**src/rtl/bus_arb2_pkg.sv**
```systemverilog
package bus_arb2_pkg;
   typedef enum logic [1:0] {
      ST_CORE     = 2'd0,
      ST_GAP_XFER = 2'd1,
      ST_XFER     = 2'd2,
      ST_GAP_CORE = 2'd3
   } arb_state_e;
endpackage

```
**src/rtl/bus_arb2_window.sv**
```systemverilog
module bus_arb2_window #(
   parameter bit SLEEP_BYPASS = 1'b1
) (
   input  logic core_req,
   input  logic core_cyc_end,
   input  logic core_lock,
   input  logic core_sleep,
   output logic may_take
);
   logic boundary;
   // An idle core sits at a boundary; a locked one never does.
   assign boundary = !core_lock && (core_cyc_end || !core_req);

   generate
      if (SLEEP_BYPASS) begin : g_sleep
         assign may_take = core_sleep || boundary;
      end else begin : g_nosleep
         logic unused_sleep;
         assign unused_sleep = core_sleep;
         assign may_take = boundary;
      end
   endgenerate
endmodule

```
**src/rtl/bus_arb2_gap.sv**
```systemverilog
module bus_arb2_gap #(
   parameter int GAP_CYCLES = 1
) (
   input  logic clk,
   input  logic rst,
   input  logic in_gap,
   output logic gap_done
);
   localparam int CW = (GAP_CYCLES > 1) ? $clog2(GAP_CYCLES) : 1;
   localparam logic [CW-1:0] LAST = CW'(GAP_CYCLES - 1);

   logic [CW-1:0] cnt_q;

   always_ff @(posedge clk) begin
      if (rst || !in_gap) cnt_q <= '0;
      else if (cnt_q != LAST) cnt_q <= cnt_q + 1'b1;
   end

   assign gap_done = in_gap && (cnt_q == LAST);
endmodule

```
**src/rtl/bus_arb2.sv**
```systemverilog
module bus_arb2 #(
   parameter int GAP_CYCLES   = 1,
   parameter bit SLEEP_BYPASS = 1'b1
) (
   input  logic clk,
   input  logic rst,
   input  logic core_req,
   input  logic xfer_req,
   input  logic core_cyc_end,
   input  logic core_lock,
   input  logic core_sleep,
   output logic core_ack,
   output logic xfer_ack
);
   import bus_arb2_pkg::*;

   initial begin
      assert (GAP_CYCLES >= 1) else $error("bus_arb2: GAP_CYCLES must be at least 1");
   end

   arb_state_e state_q, state_d;
   logic       may_take;
   logic       in_gap;
   logic       gap_done;

   bus_arb2_window #(.SLEEP_BYPASS(SLEEP_BYPASS)) u_window (
      .core_req     (core_req),
      .core_cyc_end (core_cyc_end),
      .core_lock    (core_lock),
      .core_sleep   (core_sleep),
      .may_take     (may_take)
   );

   assign in_gap = (state_q == ST_GAP_XFER) || (state_q == ST_GAP_CORE);

   bus_arb2_gap #(.GAP_CYCLES(GAP_CYCLES)) u_gap (
      .clk      (clk),
      .rst      (rst),
      .in_gap   (in_gap),
      .gap_done (gap_done)
   );

   always_comb begin
      state_d = state_q;
      unique case (state_q)
         ST_CORE:     if (xfer_req && may_take) state_d = ST_GAP_XFER;
         ST_GAP_XFER: if (gap_done) state_d = ST_XFER;
         ST_XFER:     if (!xfer_req) state_d = ST_GAP_CORE;
         ST_GAP_CORE: if (gap_done) state_d = ST_CORE;
         default:     state_d = ST_CORE;
      endcase
   end

   always_ff @(posedge clk) begin
      if (rst) state_q <= ST_CORE;
      else     state_q <= state_d;
   end

   assign core_ack = (state_q == ST_CORE);
   assign xfer_ack = (state_q == ST_XFER);
endmodule

```
**config.mk**
```make
export PLATFORM = sky130hd
export DESIGN_NAME = bus_arb2
export DESIGN_NICKNAME = d
export VERILOG_FILES = /design/src/rtl/bus_arb2_pkg.sv /design/src/rtl/bus_arb2_window.sv /design/src/rtl/bus_arb2_gap.sv /design/src/rtl/bus_arb2.sv
export SDC_FILE = /design/constraint.sdc
export NUM_CORES = 1
export LEC_CHECK = 0
export BUFFER_PORTS_ARGS = -buffer_cell sky130_fd_sc_hd__buf_2
export CAP_MARGIN = 5
export CORE_AREA = 4 4 41 43
export CTS_CLUSTER_DIAMETER = 100
export DETAILED_ROUTE_END_ITERATION = 10
export DIE_AREA = 0 0 45 47
export RECOVER_POWER = 25
export SYNTH_ARGS = -nofsm -noshare
export SYNTH_HDL_FRONTEND = slang
export SYNTH_HIERARCHICAL = 1
export SYNTH_SLANG_ARGS = --single-unit
```
**constraint.sdc**
```tcl
create_clock -name clk -period 3.4 [get_ports clk]
set_input_delay 0.51 -clock clk [delete_from_list [all_inputs] [get_ports clk]]
set_output_delay 0.51 -clock clk [all_outputs]
set_load 0.01 [all_outputs]
```
==> metrics <==
outcome=finished, final reports clean; initial antenna violation count=0; Initial Util=18.37%; Via density=3.500; IO Pins=9; ratio of cells with drive above 1 in the final layout=40.00%; worst-path fanout max=3; Routed WL per cell=8.140 µm; highest clock rate=646.5 MHz; Die ar.=0.002115 mm²; Primary FF master, synth=dfxtp_1; Layout Skew=0.0002671 ns; RSZ-0062 raised after global routing=no; Yosys top cell area share=25.13%; Max Cap Violations=0; Leak=0.1573 nW; Synth Warn #=6; DRC viols=0; CTS max path bufs=2; Peak VDD IR=0.0001710 V; number of buffers added on ports=8; post-CTS setup buffers=0; nets@finish=47; power per cell area=754.7 mW/mm²; Final Hold Fails=0; worst-path cell chain=inv_1 -> ha_1 -> buf_2; hold_buf cts=0; Net Sw Power=0.00008428 W; clock transition at the registers of the reported paths=0.04 ns; # diodes=0; vias in the first global route=170; Async SR Flop Fraction=0%; hold path depth=2; minimum clock period after layout=1.547 ns; Critical-path top delay cell=dfxtp_1; routed wire length=407 µm; Layout area overhead=32.98%; Post-DRT Antenna Nets=0; sequential share of power=23.1%; Setup-failing EPs final=0; Clk pwr share=25.7%; worst reg-to-reg setup slack=1.85 ns; reg2reg end=state_q[0]$_SDFFE_PP0P_; Final period util=45.50%; largest delay contributor family on the critical path=flip-flops; commonest non-fill, non-tap cell in the layout=buf_2; TritonCTS sink count=3; crit path buf inv count=2; post-synthesis register bit count=3; dpl cells=46; GPL Wtd Cong=0.6696; global-route wire length before repair=607 µm; Post-synth EDFFs=0; Final Non-Filler Cells=50; post-synth cell types=16; top post-synthesis cells by area=dfxtp_1 25%, ha_1 21%, o21bai_4 7.9%; Total GRT Usage=4.420%; CP arrival=1.04 ns; Startpoint Class=flop; clk root buf=clkbuf_4; Post-Syn Instances=23; H-tree depth=1; Reg2Reg Launch Point=state_q[1]$_SDFFE_PP0P_; DR vias=175; Hold EP=state_q[0]$_SDFFE_PP0P_; total grt overflow=0; die outline height=47 µm; sw frac=35.14%; row count=13; critical path capture point type=primary output; CTS resizes=0; power share of the combinational group=51.2%; DR iter-0 viols=0; worst setup margin=1.853 ns; dpl ws=1.864 ns; largest net degree at the start of global routing=5; leading area contributor after synthesis=dfxtp_1; clk_lat worst skew=0.23 ns; Crit path required time=2.89 ns; Power Internal=0.0001556 W; Worst Reg2Reg Path Length in Cells=6; Netlist Area Pre-Place=239.0 µm²; register area share after synthesis=25.13%; average cell area after synthesis=10.39 µm²; net count after synthesis=34; Num CTS Buffers=3; final setup TNS=0 ns; HP Class=input pin to flop; Hold Path Origin=rst; Setup CP Type=flop to primary output; drt first pass iters=1; Max stage delay on crit path=0.35 ns; Slew Limit Fails=0; Die Span X=45 µm; TritonCTS clock tree=built; fillcell total=163; core area=0.001301 mm²; commonest cells after routing, fill and taps aside=8 x buf_2, 4 x ha_1, 3 x clkbuf_4, 3 x dfxtp_1
-- per-stage QoR --
stage	util [%]	cell area [µm²]	hold slack [ns]	power, W
global placement	22.88	297.8	0.5120	0.0001901
floorplan	-	239.0	0.4840	0.0001616
finish	24.42	317.8	0.4752	0.0002399
CTS	24.90	324.1	0.4668	0.0002562
global route	24.42	317.8	0.4747	0.0002674
detailed placement	22.88	297.8	0.5264	0.0001914
-- worst max path at each step --
stage / startpoint / cells past startpoint / end
after floorplan: state_q[1]$_SDFFE_PP0P_ / 7 / state_q[1]$_SDFFE_PP0P_
after detailed placement: state_q[1]$_SDFFE_PP0P_ / 7 / state_q[1]$_SDFFE_PP0P_
after global routing: state_q[1]$_SDFFE_PP0P_ / 6 / state_q[0]$_SDFFE_PP0P_
after global placement: state_q[1]$_SDFFE_PP0P_ / 7 / state_q[1]$_SDFFE_PP0P_
final: state_q[0]$_SDFFE_PP0P_ / 3 / xfer_ack
after CTS: state_q[0]$_SDFFE_PP0P_ / 3 / xfer_ack
-- cells in the mapped netlist (2+ instances only) --
library cell  instances
ha_1                  4
inv_1                 2
nand2b_1              2
dfxtp_1               3
-- routing by layer --
layer  vias up  global-route usage [%]  share of wire (%)
li1         97                       -                  -
met1        71                   4.308                 36
met2         7                   6.215                 51
met3         0                   2.299                 13
met4         0                   5.263                  0
met5         -                       0                  0
-- cells by family after synthesis --
group | share of synthesized area (%)
AOI/OAI and AO/OA | 21.47
other | 1.569
and+or+nand+nor | 23.56
DFF | 25.13
muxes | 4.189
adders and majority gates | 20.94
buffers and inverters | 3.143
-- power by group through the flow --
stage	Sequential, W	Clock (W)	Combinational [W]
2_1_floorplan	0.0000541	0	0.000107
3_3_place_gp	0.0000565	0	0.000134
3_5_place_dp	0.0000567	0	0.000135
4_1_cts	0.0000561	0.0000654	0.000135
5_1_grt	0.0000571	0.0000703	0.000140
6_report	0.0000555	0.0000616	0.000123
-- layout make-up --
class | count | area [µm²] | share of cell area, %
clock buffer | 4 | 26.28 | 8.268
inverter | 2 | 7.507 | 2.362
multi-input combinational | 18 | 165.2 | 51.97
sequential | 3 | 60.06 | 18.90
tap | 15 | 18.77 | 5.906
timing repair buffer | 8 | 40.04 | 12.60
-- flip-flops by register name, summed over array words and instances (netlist names) --
register     cells
state_q          2
u_gap/cnt_q      1
No activity file was read; power rests on OpenSTA's default activity.
